$ cat config.mk
export PLATFORM = sky130hd
export DESIGN_NAME = rxf_label_fifo
export DESIGN_NICKNAME = d
export VERILOG_FILES = /design/src/rtl/rxf_pkg.sv /design/src/rtl/rxf_label_store.sv /design/src/rtl/rxf_filter.sv /design/src/rtl/rxf_fifo.sv /design/src/rtl/rxf_label_fifo.sv
export SDC_FILE = /design/constraint.sdc
export NUM_CORES = 1
export LEC_CHECK = 0
export ABC_AREA = 1
export CAP_MARGIN = 20
export CORE_UTILIZATION = 40
export DETAILED_ROUTE_END_ITERATION = 12
export SYNTH_ARGS = -nofsm -noshare
export SYNTH_HDL_FRONTEND = slang
export SYNTH_SLANG_ARGS = --single-unit
$ cat constraint.sdc
create_clock -name clk -period 4.89 [get_ports clk]
set_input_delay 0.978 -clock clk [delete_from_list [all_inputs] [get_ports clk]]
set_output_delay 0.978 -clock clk [all_outputs]
set_load 0.005 [all_outputs]
$ cat src/rtl/rxf_pkg.sv
// Shared constants and helpers for the label filter / receive FIFO.
// Assumes serial bit 1 sits in bit 0 of a word.
package rxf_pkg;
    localparam int WORD_W = 32;
    localparam int HALF_W = 16;
    localparam int LBL_W  = 8;

    // Pick one 16-bit half of a stored word.
    function automatic logic [HALF_W-1:0] half_of(input logic [WORD_W-1:0] w,
                                                   input logic sel);
        return sel ? w[WORD_W-1:HALF_W] : w[HALF_W-1:0];
    endfunction
endpackage

$ cat src/rtl/rxf_label_store.sv
// Label table with sequenced load and readback.
// A rising mode bit restarts both sequence counters. Each counter then
// serves N accesses and stops until the next rising edge.
// The table itself has no reset, so its contents survive a master reset.
module rxf_label_store #(
    parameter int N  = 16,
    parameter int LW = 8
) (
    input  logic          clk,
    input  logic          rst_n,
    input  logic          mode,
    input  logic          host_wr,
    input  logic [LW-1:0] wr_data,
    input  logic          host_rd,
    input  logic          rd_allow,
    input  logic [LW-1:0] rx_label,
    output logic          hit,
    output logic [LW-1:0] rd_label
);
    localparam int AW = (N > 1) ? $clog2(N) : 1;
    localparam int IW = $clog2(N + 1);
    localparam logic [IW-1:0] LAST = IW'(N);

    logic [LW-1:0] tbl [N];
    logic          mode_q;
    logic [IW-1:0] wr_idx, rd_idx;
    logic          start, wr_go, rd_go;
    logic [N-1:0]  match;

    assign start = mode & ~mode_q;
    assign wr_go = mode & ~start & host_wr & (wr_idx < LAST);
    assign rd_go = mode & ~start & host_rd & rd_allow & (rd_idx < LAST);

    // Sequence counters: restart on a rising mode bit, count accesses after it.
    always_ff @(posedge clk) begin
        if (!rst_n) begin
            mode_q <= 1'b0;
            wr_idx <= LAST;
            rd_idx <= LAST;
        end else begin
            mode_q <= mode;
            if (start) begin
                wr_idx <= '0;
                rd_idx <= '0;
            end else begin
                if (wr_go) wr_idx <= wr_idx + IW'(1);
                if (rd_go) rd_idx <= rd_idx + IW'(1);
            end
        end
    end

    // Table storage: written only by the load sequence.
    always_ff @(posedge clk) begin
        if (wr_go) tbl[wr_idx[AW-1:0]] <= wr_data;
    end

    assign rd_label = rd_go ? tbl[rd_idx[AW-1:0]] : '0;

    // Compare the incoming label against every entry in parallel.
    for (genvar g = 0; g < N; g++) begin : g_cmp
        assign match[g] = (tbl[g] == rx_label);
    end
    assign hit = |match;


    idx_range_chk: assert property (@(posedge clk) disable iff (!rst_n)
        (wr_idx <= LAST) && (rd_idx <= LAST));

    seq_restart_chk: assert property (@(posedge clk) disable iff (!rst_n)
        start |=> (wr_idx == '0) && (rd_idx == '0));
endmodule

$ cat src/rtl/rxf_filter.sv
// Acceptance check for a completed word.
// Combines the label hit, the bit 9/10 check and the label-mode suspend.
// Purely combinational; the hit comes from the label store.
module rxf_filter (
    input  logic        word_valid,
    input  logic [31:0] word,
    input  logic        label_mode,
    input  logic        lbl_en,
    input  logic        dec_en,
    input  logic        dec_b9,
    input  logic        dec_b10,
    input  logic        hit,
    output logic        accept
);
    logic lbl_ok, dec_ok;

    // Each check passes trivially when disabled.
    always_comb begin
        lbl_ok = ~lbl_en | hit;
        dec_ok = ~dec_en | ((word[8] == dec_b9) && (word[9] == dec_b10));
        accept = word_valid & ~label_mode & lbl_ok & dec_ok;
    end
endmodule

$ cat src/rtl/rxf_fifo.sv
// Word FIFO that overwrites its newest entry when a push arrives while full.
// Assumes DEPTH is a power of two so that the pointers wrap naturally.
// A pop request on an empty FIFO is ignored.
module rxf_fifo #(
    parameter int DEPTH = 32,
    parameter int W     = 32
) (
    input  logic                       clk,
    input  logic                       rst_n,
    input  logic                       push,
    input  logic [W-1:0]               din,
    input  logic                       pop,
    output logic [W-1:0]               dout,
    output logic [$clog2(DEPTH+1)-1:0] count
);
    localparam int AW = $clog2(DEPTH);
    localparam int CW = $clog2(DEPTH + 1);
    localparam logic [CW-1:0] FULL_C = CW'(DEPTH);

    logic [W-1:0]  mem [DEPTH];
    logic [AW-1:0] wr_ptr, rd_ptr;
    logic          full, do_pop, over, push_new;

    assign full     = (count == FULL_C);
    assign do_pop   = pop & (count != '0);
    assign over     = push & full & ~do_pop;
    assign push_new = push & ~over;

    // Pointer and occupancy bookkeeping.
    always_ff @(posedge clk) begin
        if (!rst_n) begin
            wr_ptr <= '0;
            rd_ptr <= '0;
            count  <= '0;
        end else begin
            if (push_new) wr_ptr <= wr_ptr + AW'(1);
            if (do_pop)   rd_ptr <= rd_ptr + AW'(1);
            if (push_new && !do_pop)      count <= count + CW'(1);
            else if (!push_new && do_pop) count <= count - CW'(1);
        end
    end

    // Storage: normal pushes take the next slot, overflow rewrites the newest.
    always_ff @(posedge clk) begin
        if (over)          mem[wr_ptr - AW'(1)] <= din;
        else if (push_new) mem[wr_ptr] <= din;
    end

    assign dout = mem[rd_ptr];


    count_bound_chk: assert property (@(posedge clk) disable iff (!rst_n)
        count <= FULL_C);

    overwrite_hold_chk: assert property (@(posedge clk) disable iff (!rst_n)
        (push && full && !pop) |=> (count == FULL_C));

    push_grow_chk: assert property (@(posedge clk) disable iff (!rst_n)
        (push && !full && !pop) |=> (count == $past(count) + CW'(1)));

    pop_shrink_chk: assert property (@(posedge clk) disable iff (!rst_n)
        (pop && (count != '0) && !push) |=> (count == $past(count) - CW'(1)));
endmodule

$ cat src/rtl/rxf_label_fifo.sv
// Top level: label filter feeding a receive FIFO with two-half host reads.
// Assumes the control bits are steady around word strobes. Host strobes
// last one cycle each.
module rxf_label_fifo #(
    parameter int DEPTH  = 32,
    parameter int LABELS = 16
) (
    input  logic        clk,
    input  logic        rst_n,
    input  logic        rx_valid,
    input  logic [31:0] rx_word,
    input  logic        lbl_mode,
    input  logic        lbl_match_en,
    input  logic        dec_en,
    input  logic        dec_bit9,
    input  logic        dec_bit10,
    input  logic        host_rd,
    input  logic        host_sel,
    input  logic        host_wr,
    input  logic [7:0]  host_wdata,
    output logic [15:0] host_rdata,
    output logic        rx_ready,
    output logic        rx_half,
    output logic        rx_full
);
    import rxf_pkg::*;

    localparam int CW = $clog2(DEPTH + 1);
    localparam logic [CW-1:0] FULL_C = CW'(DEPTH);
    localparam logic [CW-1:0] HALF_C = CW'(DEPTH / 2);

    logic              hit, push, fifo_rd, fifo_pop;
    logic [LBL_W-1:0]  lbl_rd;
    logic [WORD_W-1:0] head;
    logic [CW-1:0]     count;
    logic [1:0]        half_seen, seen_next;

    rxf_label_store #(.N(LABELS), .LW(LBL_W)) u_store (
        .clk      (clk),
        .rst_n    (rst_n),
        .mode     (lbl_mode),
        .host_wr  (host_wr),
        .wr_data  (host_wdata),
        .host_rd  (host_rd),
        .rd_allow (~lbl_match_en),
        .rx_label (rx_word[LBL_W-1:0]),
        .hit      (hit),
        .rd_label (lbl_rd)
    );

    rxf_filter u_filter (
        .word_valid (rx_valid),
        .word       (rx_word),
        .label_mode (lbl_mode),
        .lbl_en     (lbl_match_en),
        .dec_en     (dec_en),
        .dec_b9     (dec_bit9),
        .dec_b10    (dec_bit10),
        .hit        (hit),
        .accept     (push)
    );

    rxf_fifo #(.DEPTH(DEPTH), .W(WORD_W)) u_fifo (
        .clk   (clk),
        .rst_n (rst_n),
        .push  (push),
        .din   (rx_word),
        .pop   (fifo_pop),
        .dout  (head),
        .count (count)
    );

    assign fifo_rd   = host_rd & ~lbl_mode & (count != '0);
    assign seen_next = half_seen | (host_sel ? 2'b10 : 2'b01);
    assign fifo_pop  = fifo_rd & (&seen_next);

    // Track which halves of the head word the host has already taken.
    always_ff @(posedge clk) begin
        if (!rst_n)       half_seen <= 2'b00;
        else if (fifo_rd) half_seen <= fifo_pop ? 2'b00 : seen_next;
    end

    // Read data register: label readback in label mode, else a FIFO half.
    always_ff @(posedge clk) begin
        if (!rst_n) begin
            host_rdata <= '0;
        end else if (host_rd) begin
            if (lbl_mode)     host_rdata <= {{(HALF_W-LBL_W){1'b0}}, lbl_rd};
            else if (fifo_rd) host_rdata <= half_of(head, host_sel);
            else              host_rdata <= '0;
        end
    end

    assign rx_ready = (count != '0);
    assign rx_half  = (count >= HALF_C);
    assign rx_full  = (count == FULL_C);


    suspend_chk: assert property (@(posedge clk) disable iff (!rst_n)
        lbl_mode |-> !push);

    pop_needs_pair_chk: assert property (@(posedge clk) disable iff (!rst_n)
        fifo_pop |-> (half_seen != 2'b00));

    flag_order_chk: assert property (@(posedge clk) disable iff (!rst_n)
        rx_full |-> (rx_half && rx_ready));

    label_read_keeps_chk: assert property (@(posedge clk) disable iff (!rst_n)
        (lbl_mode && host_rd && !rx_valid) |=> $stable(rx_ready));
endmodule

==> out/summary.log, run 1 <==
qor: worst_hold_path.worstHoldStart host_rdata[10]
qor: timing.highest_achievable_clock_rate 266 MHz
qor: timing.setup_violations 0
qor: place.place_congestion 0.875
qor: yosys.yosys-top-cells-area sky130_fd_sc_hd__edfxtp_1 70%, sky130_fd_sc_hd__o21ai_0 6.4%, sky130_fd_sc_hd__nor2_1 5.5%, sky130_fd_sc_hd__o221ai_1 3.6%, sky130_fd_sc_hd__dfxtp_1 2.2%
qor: floorplan.die_width 354 um
qor: floorplan.fp.dieH 354 um
qor: place.post_dp_cell_area 52800 um2
qor: worst_setup_path.worst_r2r_startpoint u_store.tbl[1][3]
qor: global_routing.number_of_antenna_violations_at_the_first_check_in_global_routing 4
qor: detailed_routing.postRouteAntennaNets 0
qor: yosys.synth-async-reset-ratio 0%
qor: yosys.synth.top_cells.by_count 1152 x sky130_fd_sc_hd__edfxtp_1, 727 x sky130_fd_sc_hd__nor2_1, 630 x sky130_fd_sc_hd__o21ai_0, 222 x sky130_fd_sc_hd__nand2_1, 206 x sky130_fd_sc_hd__o221ai_1
qor: yosys.yosys_warnings 0
qor: floorplan.top_level_ports 70
qor: yosys.postSynthRegisterBits 1206
qor: worst_setup_path.setup.worst_path.class input pin to flop
qor: worst_setup_path.crit_path_max_incr_delay 460 ps
qor: worst_setup_path.timing.critical_path.slowest_stage_cell sky130_fd_sc_hd__buf_2
qor: timing.timing.slew.headroom 22.4%
qor: timing.setup_repair_after_global_routing_missed_its_margin no
qor: yosys.netlist.area_leader.share 69.9%
qor: detailed_routing.drt-vias-per-instance 5.72
qor: yosys.syn_area 49500 um2
qor: detailed_routing.drt_drc_violations_left 0
qor: final_layout.final_cell_area 56900 um2
qor: timing.timing.clock.skew 71.8 ps
qor: global_routing.globalRoute.totalOverflow 0
qor: place.io_buffer_count 69
qor: final_layout.multi_input_logic_area 12400 um2
qor: final_layout.post_route_cells_drive_above_1_share 10.2%
qor: cts.max-clock-path-buffers 3
qor: final_layout.nets 4057
qor: yosys.syn-instance-count 3912
qor: cts.number_of_resized_instances_in_the_post_cts_repair_step 0
qor: yosys.ys_types 44
qor: detailed_routing.drt_iter0_drc 4049
qor: outcome.outcome completed
qor: pwr.p_leak 18.6 nW
qor: worst_setup_path.worst-endpoint-arrival 4380 ps
qor: worst_setup_path.startpoint rx_word[1]
qor: detailed_routing.post_dr_wirelength_cell 25.0 um
qor: pwr.peakVddDrop 0.000336 V
qor: cts.cts_tree done
qor: final_layout.finalCoreUtilization 46.6%
qor: yosys.synth-edff-count 1152
qor: yosys.synth.yosys.seq_area_share 72.1%
qor: global_routing.grt_first_pass_wirelength 209000 um
qor: cts.post-cts-setup-buffer-count 0
qor: floorplan.placeableCoreArea 122000 um2
qor: detailed_routing.route.final.wire_length 143000 um
qor: worst_setup_path.maximum_fanout_encountered_on_the_critical_timing_path 18
qor: worst_setup_path.crit_required 5510 ps
qor: worst_setup_path.timing.critical_path.to_type flop
qor: floorplan.fp.dieArea 125000 um2
qor: pwr.overall_power_consumption 21.5 mW
qor: flow_run.maxCapViolations 0
qor: cts.cts.root.buffer_cell sky130_fd_sc_hd__clkbuf_16
qor: cts.cts-buffers-inserted 121
qor: place.detailed_place_hpwl 78300 um
qor: timing.final.setup.tns 0 ps
qor: pwr.p_sw 4.67 mW
qor: pwr.cell_internal_pwr 16.9 mW
qor: worst_setup_path.worst_setup_path_start_kind input pin
qor: timing.final_hold_viol_count 0
qor: yosys.yosysMostFrequentCell sky130_fd_sc_hd__edfxtp_1
qor: floorplan.initial_util 40.5%
qor: cts.htree_num_levels 3
qor: timing.slew_violations 0
qor: yosys.synthFlopType sky130_fd_sc_hd__edfxtp_1
qor: cts.cts_num_sinks 1206
qor: final_layout.fillCellCount 10700
qor: pwr.sw_frac_of_total 21.7%
qor: cts.worst_setup_hold_path_clk_slew 60 ps
qor: pwr.p_comb_share 4.2%
qor: timing.post-route-period-util 76.9%
qor: yosys.synthesis.area_per_instance 12.6 um2
qor: detailed_routing.vias 32700
qor: timing.max_slew.worst_pin.slew 1160 ps
qor: global_routing.vias_in_the_first_global_route 31200
qor: pwr.power.sequential.fraction 52.8%
qor: yosys.synth.net_count 3977
qor: yosys.netlist.top_cell.by_area sky130_fd_sc_hd__edfxtp_1
qor: worst_hold_path.timing.hold.worst.class flop to flop
qor: global_routing.grt.total_usage 22.3%
qor: floorplan.row_count 128
qor: worst_setup_path.worst_path_most_repeated_cell sky130_fd_sc_hd__nand2_1
qor: final_layout.flow.area_growth_from_synthesis 15.1%
qor: pwr.power_per_cell_area 378 nW/um2
qor: timing.finalWorstPathRequiredPeriod 3760 ps
qor: global_routing.grt_start_max_net_pins 164
qor: detailed_routing.dr.pass1.iters 7
qor: pwr.p_clk_share 43.0%
qor: final_layout.layout.area.seq 35700 um2
qor: cts.worstSkewPairLatency 750 ps
qor: cts.holdBufCountCts 0
-- kinds of logic after synthesis --
family          count (synthesis)  synth area share (%)
compound gates               1020                  12.3
fa+ha+maj                      14                 0.369
xor+xnor                      108                  1.91
flops                        1206                  72.1
buf+inv                       361                  3.25
simple gates                 1203                  10.1
-- final timing paths --
| path | endpoint | slack, ps | cells past startpoint |
|---|---|---|---|
| max | u_fifo.count[5] | 1130 | 28 |
| min reg2reg | host_rdata[10] | 470 | 2 |
| min | host_rdata[10] | 470 | 2 |
| max reg2reg | u_fifo.count[5] | 1460 | 25 |
-- through the flow --
stage,setup slack [ps],instances,hold slack (ps)
after floorplan,752,3912,435
after global routing,799,5722,485
after global placement,415,5487,456
after detailed placement,392,5488,460
final,1130,5723,469
after CTS,1190,5716,469
-- sequential cells by signal, summed over array words and instances (netlist names), named ones only --
| register | cells |
|---|---|
| half_seen | 2 |
| host_rdata | 16 |
| u_fifo.count | 6 |
| u_fifo.mem | 1024 |
| u_fifo.rd_ptr | 5 |
| u_fifo.wr_ptr | 5 |
| u_store.mode_q | 1 |
| u_store.rd_idx | 5 |
| u_store.tbl | 128 |
| u_store.wr_idx | 5 |
-- power by group through the flow --
stage	registers [mW]	logic [mW]	clock network, mW
global placement	11.6	0.871	0
finish	11.4	0.895	9.26
global route	11.4	0.976	9.76
floorplan	11.6	0.461	0
CTS	11.4	0.884	9.37
detailed placement	11.6	0.883	0
-- final cells by class --
| type | count | area share, % |
|---|---|---|
| clock inverters | 54 | 1.10 |
| flip-flops and latches | 1206 | 62.7 |
| multi-input cells | 2345 | 21.8 |
| repair buffers | 226 | 4.30 |
| diodes | 1 | 0.00439 |
| inverters | 92 | 0.644 |
| well taps | 1625 | 3.57 |
| clock buffers | 174 | 5.87 |
-- critical path, delay by kind of cell --
family                   cells  cell delay, ps
AO/OA/AOI/OAI                5             650
adder cells (fa/ha/maj)      2             480
buffers and inverters        6             930
AND/OR/NAND/NOR             15            1320
-- metal layers --
layer  share of wire (%)  vias to the layer above  routed length (um)  track usage, %
met3                 7.9                      252               11300            3.52
met1                  43                    16400               61000            31.3
met2                  46                     1412               66100            35.1
li1                    -                    14700                   -               -
met5              0.0077                        -                  11               0
met4                 3.3                        2                4690            8.06
-- layout by cell type, fill, tap and decap left out, drive strengths merged, types with 3 or more instances in the layout --
cell type         n
a21oi            69
a31oi             5
buf             164
bufinv            9
clkbuf          176
clkdlybuf4s50    60
clkinv           44
clkinvlp          3
dfxtp            54
edfxtp         1152
ha               13
inv              90
nand2           234
nand3           210
nand4            12
nor2            729
nor3              9
o211ai           26
o21a             10
o21ai           634
o221ai          206
o22ai            65
or2               6
xnor2            39
xor2             69
Power figures use the tool's default switching activity.
==> run 2, diff against run 1 <==
==> constraint.sdc (replaced) <==
create_clock -name clk -period 3.65 [get_ports clk]
set_input_delay 0.73 -clock clk [delete_from_list [all_inputs] [get_ports clk]]
set_output_delay 0.73 -clock clk [all_outputs]
set_load 0.005 [all_outputs]
==> out/summary.log, run 2 (synthesized netlist as in run 1, its figures left out) <==
qor: final_layout.stdcell_count 5784
qor: outcome.outcome completed
qor: timing.timing.slew.headroom 28.3%
qor: detailed_routing.vias 32900
qor: floorplan.initial_util 40.5%
qor: worst_setup_path.crit_required 4250 ps
qor: floorplan.top_level_ports 70
qor: pwr.power_per_cell_area 492 nW/um2
qor: worst_setup_path.worst-endpoint-arrival 3800 ps
qor: pwr.peakVddDrop 0.000558 V
qor: flow_run.maxCapViolations 0
qor: detailed_routing.route.final.wire_length 143000 um
qor: floorplan.fp.dieH 354 um
qor: detailed_routing.post_dr_wirelength_cell 24.7 um
qor: place.io_buffer_count 69
qor: floorplan.fp.dieArea 125000 um2
qor: detailed_routing.dr.pass1.iters 5
qor: cts.cts_num_sinks 1206
qor: timing.slew_violations 0
qor: worst_setup_path.maximum_fanout_encountered_on_the_critical_timing_path 3
qor: detailed_routing.drt_iter0_drc 3752
qor: final_layout.flow.area_growth_from_synthesis 16.5%
qor: timing.finalWorstPathRequiredPeriod 3200 ps
qor: place.post_dp_cell_area 53700 um2
qor: timing.final_hold_viol_count 0
qor: final_layout.fillCellCount 10700
qor: timing.post-route-period-util 87.7%
qor: timing.setup_violations 0
qor: worst_hold_path.timing.hold.worst.class input pin to flop
qor: timing.setup_repair_after_global_routing_missed_its_margin no
qor: timing.whs 406 ps
qor: final_layout.registers.top_by_ff_count u_fifo.mem
qor: place.dp.cells 5551
qor: cts.worstSkewPairLatency 750 ps
qor: timing.timing.clock.skew 41.8 ps
qor: global_routing.vias_in_the_first_global_route 31500
qor: global_routing.grt_start_max_net_pins 125
qor: global_routing.grt_first_pass_wirelength 210000 um
qor: final_layout.finalCoreUtilization 47.2%
qor: pwr.p_leak 18.9 nW
qor: final_layout.nets 4119
qor: cts.max-clock-path-buffers 3
qor: floorplan.placeableCoreArea 122000 um2
qor: final_layout.post_route_cells_drive_above_1_share 11.2%
qor: final_layout.final_common_cell sky130_fd_sc_hd__edfxtp_1
qor: final_layout.final_cell_area 57600 um2
qor: global_routing.number_of_antenna_violations_at_the_first_check_in_global_routing 6
qor: global_routing.globalRoute.totalOverflow 0
qor: final_layout.layout.cells.most_common_list 1152 x sky130_fd_sc_hd__edfxtp_1, 694 x sky130_fd_sc_hd__nor2_1, 630 x sky130_fd_sc_hd__o21ai_0
qor: place.detailed_place_hpwl 81300 um
qor: detailed_routing.drt-vias-per-instance 5.69
qor: cts.cts.root.buffer_cell sky130_fd_sc_hd__clkbuf_16
qor: place.place_congestion 0.848
qor: cts.holdBufCountCts 0
qor: cts.htree_num_levels 3
qor: floorplan.row_count 128
qor: final_layout.largest_reg_flops 1024
qor: floorplan.die_width 354 um
qor: detailed_routing.postRouteAntennaNets 0
qor: worst_setup_path.timing.critical_path.to_type flop
qor: cts.worst_setup_hold_path_clk_slew 60 ps
qor: detailed_routing.drt_drc_violations_left 0
qor: timing.max_slew.worst_pin.slew 1070 ps
qor: global_routing.grt.total_usage 22.5%
qor: worst_setup_path.setup.worst_path.class input pin to flop
qor: cts.cts-buffers-inserted 120
qor: timing.highest_achievable_clock_rate 312 MHz
qor: cts.cts_tree done
qor: worst_setup_path.worst_setup_path_start_kind input pin
-- run 2: changes by cell type in the layout (fill, tap and decap cells not counted), sizes merged --
cell    change
diode       +3
bufinv      -3
buf        +65
clkinv     +13
clkbuf     -17
-- run 2: power by group --
part           switching (mW)  internal (mW)
clock                    5.27           6.62
combinational           0.848          0.401
sequential             0.0338           15.2
-- run 2: final timing paths --
kind         depth (start not counted)  slack, ps         startpoint           endpoint
max                                 24        450            host_rd    u_fifo.count[5]
min                                  2        410         rx_word[0]  u_fifo.mem[24][0]
max reg2reg                         24        470  u_store.tbl[1][5]    u_fifo.count[5]
min reg2reg                          1        460   u_fifo.rd_ptr[3]               flop
-- run 2: per-stage QoR --
stage,setup slack [ps],total power [mW],TNS (ps)
after floorplan,-240,16.1,-241230
after detailed placement,-302,16.8,-4150
after global routing,5.17,29.1,0
after global placement,-321,16.8,-408
final,450,28.4,0
after CTS,316,28.5,0
-- run 2: repair_timing --
item	CTS	global route
resized for setup	0	3
endpoints found under the setup margin	0	1
buffers inserted	0	0
-- run 2: critical path, cell delays in order --
cell and delay [ps]:
sky130_fd_sc_hd__clkdlybuf4s50_1 500, sky130_fd_sc_hd__clkinv_1 210, sky130_fd_sc_hd__nor2_1 190, sky130_fd_sc_hd__buf_4 130
sky130_fd_sc_hd__nand2_2 60, sky130_fd_sc_hd__inv_2 70, sky130_fd_sc_hd__nand2_4 50, sky130_fd_sc_hd__nand2_4 80
sky130_fd_sc_hd__nand3_4 70, sky130_fd_sc_hd__inv_1 70, sky130_fd_sc_hd__ha_1 160, sky130_fd_sc_hd__inv_1 80
sky130_fd_sc_hd__ha_1 320, sky130_fd_sc_hd__a21oi_1 150, sky130_fd_sc_hd__and2_1 160, sky130_fd_sc_hd__inv_1 50
sky130_fd_sc_hd__a21oi_1 110, sky130_fd_sc_hd__inv_1 50, sky130_fd_sc_hd__a21oi_1 150, sky130_fd_sc_hd__nor2_1 60
sky130_fd_sc_hd__nor2_1 90, sky130_fd_sc_hd__nand2_1 70, sky130_fd_sc_hd__o21ai_0 150, sky130_fd_sc_hd__a21oi_1 50
-- run 2: layout make-up --
type	count	area (um2)	area share, %
Timing Repair Buffer	289	3300	5.73
Sequential cell	1206	35700	61.9
Clock inverter	64	569	0.988
Tap cell	1625	2030	3.53
Antenna cell	4	10.0	0.0174
Clock buffer	159	3210	5.57
Multi-Input combinational cell	2345	12400	21.6
Inverter	92	367	0.636
-- run 2: per-layer routing --
metal	track usage, %	wire [um]	up-vias	part of all wire [%]
li1	-	-	14800	-
met1	32.0	61700	16500	43
met2	35.9	66800	1417	47
met3	3.20	11000	229	7.7
met4	6.25	3480	4	2.4
met5	0	23	-	0.016
